File: config.mk
export PLATFORM = sky130hd
export DESIGN_NAME = sburst_sram
export DESIGN_NICKNAME = d
export VERILOG_FILES = /design/src/rtl/sburst_pkg.sv /design/src/rtl/sburst_addr_ctl.sv /design/src/rtl/sburst_wr_dec.sv /design/src/rtl/sburst_array.sv /design/src/rtl/sburst_rd_path.sv /design/src/rtl/sburst_sram.sv
export SDC_FILE = /design/constraint.sdc
export NUM_CORES = 2
export LEC_CHECK = 0
export CORE_ASPECT_RATIO = 1.1
export CORE_MARGIN = 4
export CORE_UTILIZATION = 40
export DETAILED_ROUTE_END_ITERATION = 8
export PLACE_DENSITY = 0.6
export SETUP_SLACK_MARGIN = 0.05
export SLEW_MARGIN = 0
export SYNTH_ARGS = -nofsm -noshare
export SYNTH_HDL_FRONTEND = slang
export SYNTH_SLANG_ARGS = --single-unit
File: constraint.sdc
create_clock -name clk -period 7.3 [get_ports clk]
set_input_delay 1.46 -clock clk [delete_from_list [all_inputs] [get_ports clk]]
set_output_delay 1.46 -clock clk [all_outputs]
set_load 0.05 [all_outputs]
File: src/rtl/sburst_pkg.sv
package sburst_pkg;

  // Low two address bits of a burst access for a given start offset and step.
  function automatic logic [1:0] burst_low(input logic [1:0] start,
                                           input logic [1:0] step,
                                           input logic       linear);
    logic [1:0] res;
    if (linear) res = start + step;
    else        res = start ^ step;
    return res;
  endfunction

endpackage

File: src/rtl/sburst_addr_ctl.sv
module sburst_addr_ctl #(
  parameter int ADDR_W = 6
) (
  input  logic              clk,
  input  logic              rst_n,
  input  logic              ce,
  input  logic [ADDR_W-1:0] addr,
  input  logic              load,
  input  logic              adv,
  input  logic              lin_order,
  output logic [ADDR_W-1:0] acc_addr,
  output logic [1:0]        burst_cnt
);
  import sburst_pkg::*;

  localparam int HI_W = ADDR_W - 2;

  logic [ADDR_W-1:0] base_q;
  logic [1:0]        cnt_eff;
  logic [ADDR_W-1:0] base_eff;

  always_comb begin
    if (load) begin
      base_eff = addr;
      cnt_eff  = 2'd0;
    end else begin
      base_eff = base_q;
      cnt_eff  = burst_cnt + {1'b0, adv};
    end
  end

  assign acc_addr = {base_eff[ADDR_W-1 -: HI_W],
                     burst_low(base_eff[1:0], cnt_eff, lin_order)};

  always_ff @(posedge clk or negedge rst_n) begin
    if (!rst_n) begin
      base_q    <= '0;
      burst_cnt <= 2'd0;
    end else if (ce) begin
      base_q    <= base_eff;
      burst_cnt <= cnt_eff;
    end
  end

endmodule

File: src/rtl/sburst_wr_dec.sv
module sburst_wr_dec #(
  parameter int LANES = 4
) (
  input  logic             ce,
  input  logic             strobe_a,
  input  logic             glob_we,
  input  logic             byte_we,
  input  logic [LANES-1:0] byte_sel,
  output logic [LANES-1:0] lane_mask
);
  logic wr_allowed;

  assign wr_allowed = ce && !strobe_a;

  always_comb begin
    lane_mask = '0;
    if (wr_allowed) begin
      if (glob_we)      lane_mask = '1;
      else if (byte_we) lane_mask = byte_sel;
    end
  end

endmodule

File: src/rtl/sburst_array.sv
module sburst_array #(
  parameter int ADDR_W = 6,
  parameter int BYTE_W = 8,
  parameter int LANES  = 4
) (
  input  logic                    clk,
  input  logic [LANES-1:0]        lane_mask,
  input  logic [ADDR_W-1:0]       wr_addr,
  input  logic [LANES*BYTE_W-1:0] wdata,
  input  logic [ADDR_W-1:0]       rd_addr,
  output logic [LANES*BYTE_W-1:0] rd_word
);
  localparam int DEPTH = 1 << ADDR_W;

  for (genvar g = 0; g < LANES; g++) begin : g_lane
    logic [BYTE_W-1:0] mem [DEPTH];

    always_ff @(posedge clk) begin
      if (lane_mask[g]) mem[wr_addr] <= wdata[g*BYTE_W +: BYTE_W];
    end

    assign rd_word[g*BYTE_W +: BYTE_W] = mem[rd_addr];
  end

endmodule

File: src/rtl/sburst_rd_path.sv
module sburst_rd_path #(
  parameter int ADDR_W = 6,
  parameter int DATA_W = 32
) (
  input  logic              clk,
  input  logic              rst_n,
  input  logic              rd_en,
  input  logic [ADDR_W-1:0] acc_addr,
  input  logic              flow_thru,
  input  logic              oe,
  output logic [ADDR_W-1:0] rd_addr_q,
  input  logic [DATA_W-1:0] rd_word,
  output logic [DATA_W-1:0] rdata,
  output logic              rvalid
);
  logic              rd_v_q;
  logic              pipe_v_q;
  logic [DATA_W-1:0] pipe_q;
  logic              sel_v;
  logic [DATA_W-1:0] sel_d;

  // Stage 1: address and valid captured at the sampling edge.
  always_ff @(posedge clk or negedge rst_n) begin
    if (!rst_n) begin
      rd_v_q    <= 1'b0;
      rd_addr_q <= '0;
    end else begin
      rd_v_q    <= rd_en;
      rd_addr_q <= acc_addr;
    end
  end

  // Stage 2: output register used by the pipelined mode.
  always_ff @(posedge clk or negedge rst_n) begin
    if (!rst_n) pipe_v_q <= 1'b0;
    else        pipe_v_q <= rd_v_q;
  end

  always_ff @(posedge clk) begin
    pipe_q <= rd_word;
  end

  always_comb begin
    if (flow_thru) begin
      sel_v = rd_v_q;
      sel_d = rd_word;
    end else begin
      sel_v = pipe_v_q;
      sel_d = pipe_q;
    end
  end

  assign rvalid = oe && sel_v;
  assign rdata  = rvalid ? sel_d : '0;

endmodule

File: src/rtl/sburst_sram.sv
module sburst_sram #(
  parameter int ADDR_W = 6,
  parameter int BYTE_W = 8,
  parameter int LANES  = 4,
  localparam int DATA_W = BYTE_W * LANES
) (
  input  logic              clk,
  input  logic              rst_n,
  input  logic              ce,
  input  logic [ADDR_W-1:0] addr,
  input  logic              strobe_a,
  input  logic              strobe_b,
  input  logic              adv,
  input  logic              lin_order,
  input  logic              flow_thru,
  input  logic [DATA_W-1:0] wdata,
  input  logic              byte_we,
  input  logic [LANES-1:0]  byte_sel,
  input  logic              glob_we,
  input  logic              oe,
  output logic [DATA_W-1:0] rdata,
  output logic              rvalid
);
  logic              load;
  logic [ADDR_W-1:0] acc_addr;
  logic [1:0]        burst_cnt;
  logic [LANES-1:0]  lane_mask;
  logic              rd_en;
  logic [ADDR_W-1:0] rd_addr_q;
  logic [DATA_W-1:0] rd_word;

  assign load  = ce && (strobe_a || strobe_b);
  assign rd_en = ce && (lane_mask == '0);

  sburst_addr_ctl #(.ADDR_W(ADDR_W)) u_addr (
    .clk(clk), .rst_n(rst_n), .ce(ce), .addr(addr), .load(load), .adv(adv),
    .lin_order(lin_order), .acc_addr(acc_addr), .burst_cnt(burst_cnt)
  );

  sburst_wr_dec #(.LANES(LANES)) u_wdec (
    .ce(ce), .strobe_a(strobe_a), .glob_we(glob_we), .byte_we(byte_we),
    .byte_sel(byte_sel), .lane_mask(lane_mask)
  );

  sburst_array #(.ADDR_W(ADDR_W), .BYTE_W(BYTE_W), .LANES(LANES)) u_mem (
    .clk(clk), .lane_mask(lane_mask), .wr_addr(acc_addr), .wdata(wdata),
    .rd_addr(rd_addr_q), .rd_word(rd_word)
  );

  sburst_rd_path #(.ADDR_W(ADDR_W), .DATA_W(DATA_W)) u_rd (
    .clk(clk), .rst_n(rst_n), .rd_en(rd_en), .acc_addr(acc_addr),
    .flow_thru(flow_thru), .oe(oe), .rd_addr_q(rd_addr_q), .rd_word(rd_word),
    .rdata(rdata), .rvalid(rvalid)
  );

endmodule

Word level (Yosys, flattened, before mapping):

Memories as Yosys holds them, arrays and structs flattened.
Index checks and enable logic that the tools add are counted.

* bits of input ports: 53
* RAM bits: 2048
* output and inout bits: 33
* register bits: 48
* memories: 4

Memories
* u_mem.g_lane[0].mem: depth 64, bits a word 8, read ports 1, clocked after Yosys merged registers in 0, write ports 1, line sburst_array.sv:16 `logic [BYTE_W-1:0] mem [DEPTH];`
* u_mem.g_lane[1].mem: depth 64, bits a word 8, read ports 1, clocked after Yosys merged registers in 0, write ports 1, line sburst_array.sv:16
* u_mem.g_lane[2].mem: depth 64, bits a word 8, read ports 1, clocked after Yosys merged registers in 0, write ports 1, line sburst_array.sv:16
* u_mem.g_lane[3].mem: depth 64, bits a word 8, read ports 1, clocked after Yosys merged registers in 0, write ports 1, line sburst_array.sv:16

* bitwise logic cells: 1
* add/subtract/negate cells: 2
* multiplexer cells: 17
* reductions and logical operators: 7

Operator list (count)
* 2-to-1 mux 32 bit: 2
* 2-to-1 mux 4 bit: 3
* 2-to-1 mux 1 bit: 9
* 2-to-1 mux 6 bit: 1
* logical AND 1 bit: 4
* zero test 4 bit: 1
* 2-to-1 mux 2 bit: 2
* adder 2 x 1 -> 2 bit: 1
* adder 2 bit: 1
* XOR 2 bit: 1
* zero test 1 bit: 1
* logical OR 1 bit: 1

Depth between registers and ports, before layout:

* word-level depth: 5
* mapped depth: 12

Hierarchy:

From an unflattened synthesis, not the netlist that was laid out.

* cell total of the unflattened synthesis: 3873
* area, all modules: 82011.2 um2

By module, submodules not included
* sburst_array: sequential area each 61499.0 um2, cells an instance 3668, area each 79690.2 um2, times used 1
* sburst_rd_path: sequential area each 840.8 um2, cells an instance 153, area each 1716.6 um2, times used 1
* sburst_addr_ctl: sequential area each 200.2 um2, cells an instance 40, area each 535.5 um2, times used 1
* sburst_wr_dec: sequential area each 0.0 um2, cells an instance 9, area each 48.8 um2, times used 1
* sburst_sram: sequential area each 0.0 um2, cells an instance 3, area each 20.0 um2, times used 1

Worst setup path after synthesis:

OpenSTA, ideal clock, no wires.

* path type: input port to output port
* from: in flow_thru
* to: out rdata[15]
* arrival time: 3.583 ns
* cell stages on the path: 6
* setup slack: 2.257 ns
* buffers on the path: 1
* cell sequence: mux2_2 nand2_1 inv_1 clkbuf_1 nand2_1 o32ai_1

* longest elaborated chain between the ends: 3

RTL lines
* start: declaration: line sburst_sram.sv:15 `input logic flow_thru,`
* 2-to-1 mux 1 bit: line sburst_rd_path.sv:44 `if (flow_thru) begin`
* logical AND 1 bit: line sburst_rd_path.sv:53 `assign rvalid = oe && sel_v;`
* 2-to-1 mux 32 bit *: line sburst_rd_path.sv:54 `assign rdata = rvalid ? sel_d : '0;`
* end: declaration: line sburst_sram.sv:21 `output logic [DATA_W-1:0] rdata,`

Mark *: on every way between the ends. The rest lies on a longest branch, timed or not.

Worst setup path after layout:

* from: reg u_rd.rd_addr_q[1]
* to: out rdata[2]

* longest elaborated chain between the ends: 3

RTL lines
* start: declaration: line sburst_rd_path.sv:11 `output logic [ADDR_W-1:0] rd_addr_q,`
* start signal: assignment: line sburst_rd_path.sv:29 `rd_addr_q <= acc_addr;`
* memory (64 x 8 bit)
* via rd_word[2]: line sburst_sram.sv:30 `logic [DATA_W-1:0] rd_word;`
* 2-to-1 mux 32 bit: line sburst_rd_path.sv:44
* 2-to-1 mux 32 bit: line sburst_rd_path.sv:54

The timed path passes the listed nets, and every way through them passes these cells.

==> results.json <==
{
  "timing.critical_path.required_ns": 5.84,
  "synth_flop_cell": "sky130_fd_sc_hd__edfxtp_1",
  "layout_min_cycle_time_ns": 7.015,
  "arrival_ns": 5.56,
  "seq_area_frac_synth": 0.7610,
  "cts.reportedPaths.clkPinSlew_ns": 0.06,
  "detail_route.wl_per_cell_microns": 29.54,
  "power-per-cell-area_nw_per_um2": 325.3,
  "cts_post_setup_buffers_inserted": 0,
  "netlist_instances": 4726,
  "detail_route.first_pass.iterations": 8,
  "die_w_microns": 440.2,
  "yosys_warnings": 0,
  "place.gp.congestion": 0.8472,
  "mappedNetlistNets": 4781,
  "yosys_register_bits": 2096,
  "final_min_period_over_clock_period": 0.9610,
  "share_of_the_core_filled_with_cells_in_the_final_layout": 0.4560,
  "ys_async_sr_fraction": 0.007634,
  "post_cts.resized_instances": 0,
  "cts_inserted_buffers": 204,
  "finalSetupTns_ns": 0,
  "status": "complete, no violations",
  "drive_above_1_share": 0.1390,
  "post_synth_instance_area_sq_um": 82180,
  "floorplan.initialDensity": 0.4020,
  "worst_slew_pin_slew_ns": 1.361,
  "endpoints_failing_setup": 0,
  "hold_path_class": "reg -> reg",
  "drt.antenna.violating_nets": 0,
  "synth_area_per_cell_sq_um": 17.39,
  "crit_chain": "buf_12 > mux2i_1 > a22oi_1 > nand3_1 > and4_1 > a31oi_1 > a31o_2 > clkdlybuf4s50_1",
  "power_frac_seq": 0.447,
  "post_cts_hold_buffer_count": 0,
  "globalRoute.totalOverflow": 0,
  "cts_tree": "done",
  "mostFrequentLayoutCells": "sky130_fd_sc_hd__edfxtp_1 (2,048), sky130_fd_sc_hd__mux2i_1 (814), sky130_fd_sc_hd__nor2_1 (258), sky130_fd_sc_hd__clkbuf_16 (210), sky130_fd_sc_hd__buf_4 (189)",
  "critical_path.max_fanout": 52,
  "area_growth_pct": 13.43,
  "fp.coreArea_sq_um": 204400,
  "final_hold_violating_endpoints": 0,
  "cts_root_buf": "sky130_fd_sc_hd__clkbuf_16",
  "io_buffer_count": 85,
  "worst_skew_pair.late_latency_ns": 0.85,
  "cts.path.max_buffers": 3,
  "dpl_worst_slack_ns": 1.246,
  "grt_pass1_wl_mm": 325.6,
  "detail_route.drc_violations": 0,
  "route.vias.total": 44660,
  "htree_num_levels": 4,
  "synthTopCellsByArea": "sky130_fd_sc_hd__edfxtp_1 (75%), sky130_fd_sc_hd__mux2i_1 (9.9%), sky130_fd_sc_hd__mux4_2 (2.3%), sky130_fd_sc_hd__a22oi_1 (1.5%), sky130_fd_sc_hd__o22ai_1 (1.2%)",
  "dieArea_sq_um": 212800,
  "grt_start_max_net_pins": 112,
  "max_cap_viol_count": 0,
  "clockPowerShare": 0.335,
  "tritoncts_num_sinks": 2096,
  "maxSlewHeadroom": 0.08831,
  "critPathCaptureType": "primary output",
  "drv_slew": 0,
  "max_clock_freq_ghz": 0.1426,
  "setup.worst_path.start_class": "flip-flop",
  "largest_vdd_supply_drop_v": 0.0002974,
  "layout_commonest_cell": "sky130_fd_sc_hd__edfxtp_1",
  "design.final.nets": 4972,
  "grt.total_usage": 0.2121,
  "critPathKind": "reg -> out",
  "floorplan.die.height_microns": 483.4,
  "p_sw_frac": 0.2865,
  "core.rowCount": 174,
  "hold-worst-slack_ns": 0.3815,
  "synth_enable_flop_cells": 2048,
  "worst_path_max_delay_cell": "sky130_fd_sc_hd__dfrtp_4",
  "total_power_uw": 30330,
  "proportion_of_power_drawn_by_combinational_gates": 0.217,
  "dr.first_iter.drc_count": 4592,
  "post_synth_cell_types": 55,
  "worst_path_largest_cell_delay_ns": 1.15,
  "worst_slack_ns": 0.2850,
  "io-pin-count": 86,
  "synth.top_cell.area_share": 0.7484,
  "route.detailed.vias_per_inst": 5.711,
  "grt_pass1_vias": 43810,
  "initial_antenna_violation_count": 13,
  "finalWirelength_mm": 231.0,
  "grt_setup_unrepaired": "no",
  "synth_area_leader": "sky130_fd_sc_hd__edfxtp_1",
  "p_leak_uw": 0.03096,
  "clock-skew-final_ns": 0.04140,
  "cell_internal_power_uw": 21640,
  "dp_hpwl_mm": 143.4,
  "switching_power_uw": 8689
}
[per-stage QoR]
step / std cells / instance area (sq um)
2_1_floorplan: 4726 / 82180
3_3_place_gp: 7439 / 86780
3_5_place_dp: 7439 / 86780
4_1_cts: 7814 / 93190
5_1_grt: 7815 / 93200
6_report: 7820 / 93220
[final cells by class]
cell class / count / area, sq um
Fill cell: 17410 / 111200
Sequential cell: 2096 / 62550
Multi-Input combinational cell: 2315 / 18310
Clock buffer: 290 / 5756
Tap cell: 2728 / 3413
Timing Repair Buffer: 289 / 2475
Clock inverter: 85 / 656.9
Inverter: 11 / 41.29
Antenna cell: 6 / 15.01
[cell usage after synthesis, types with 19 or more instances]
cell type	n
sky130_fd_sc_hd__nor2_1	259
sky130_fd_sc_hd__nor4_1	49
sky130_fd_sc_hd__o22ai_1	156
sky130_fd_sc_hd__mux2i_1	814
sky130_fd_sc_hd__a21oi_1	58
sky130_fd_sc_hd__nand3_1	90
sky130_fd_sc_hd__dfxtp_1	32
sky130_fd_sc_hd__nand2_1	169
sky130_fd_sc_hd__a31oi_1	19
sky130_fd_sc_hd__buf_4	21
sky130_fd_sc_hd__mux2_2	43
sky130_fd_sc_hd__nor3_1	149
sky130_fd_sc_hd__a211oi_1	34
sky130_fd_sc_hd__clkbuf_1	131
sky130_fd_sc_hd__mux4_2	84
sky130_fd_sc_hd__edfxtp_1	2048
sky130_fd_sc_hd__nand4_1	36
sky130_fd_sc_hd__a22oi_1	161
sky130_fd_sc_hd__buf_2	122
sky130_fd_sc_hd__nor2b_1	21
sky130_fd_sc_hd__buf_1	25
sky130_fd_sc_hd__o21ai_0	35
[per-layer routing]
| layer | up-vias | global-route usage | wire [microns] |
|---|---|---|---|
| met5 | - | 0 | 69 |
| met4 | 10 | 0.08734 | 10180 |
| met3 | 406 | 0.03856 | 17070 |
| met2 | 1837 | 0.3428 | 110900 |
| met1 | 23230 | 0.2834 | 92750 |
| li1 | 19180 | - | - |
[path summary, 6_finish.rpt]
path                                          start                   endpoint  slack, ns  depth (start not counted)
worst min register to register          u_rd.rd_v_q              u_rd.pipe_v_q       0.38                          0
min in group asynchronous                     rst_n        u_addr.burst_cnt[0]       1.20                          1
worst min-delay path                    u_rd.rd_v_q              u_rd.pipe_v_q       0.38                          0
max in group asynchronous                     rst_n          u_rd.rd_addr_q[1]       5.31                          1
worst max register to register  u_addr.burst_cnt[0]  u_mem.g_lane[1].mem[9][0]       3.33                          7
worst max-delay path              u_rd.rd_addr_q[1]                   rdata[2]       0.28                          8
[power by group through the flow]
stage	sequential [uW]	clock, uW	combinational [uW]
5_1_grt	13600	10800	6880
6_report	13600	10200	6590
2_1_floorplan	13700	0	4440
3_5_place_dp	13800	0	6560
4_1_cts	13600	10300	6580
3_3_place_gp	13800	0	6530
[cell families after synthesis]
group / after synthesis / share of synthesized area
DFF: 2096 / 0.7610
muxes: 942 / 0.1283
and+or+nand+nor: 859 / 0.05043
AOI/OAI and AO/OA: 510 / 0.04185
buffers and inverters: 315 / 0.01766
xor gates and xnor gates: 2 / 0.0003958
adders and majority gates: 2 / 0.0003045
[registers in the layout, indices dropped and copies added (netlist names)]
| signal | count |
|---|---|
| u_rd.rd_v_q | 1 |
| u_addr.burst_cnt | 2 |
| u_mem.g_lane.mem | 2048 |
| u_rd.pipe_v_q | 1 |
| u_rd.rd_addr_q | 6 |
| u_addr.base_q | 6 |
| u_rd.pipe_q | 32 |
[worst max-delay path, delay by kind of cell, from the launching register on]
family	cells	cell delay [ns]
DFF	1	1.15
muxes	1	0.14
and+or+nand+nor	2	0.54
AOI/OAI and AO/OA	3	1.55
buffers and inverters	2	1.23
Power figures use the tool's default switching activity.
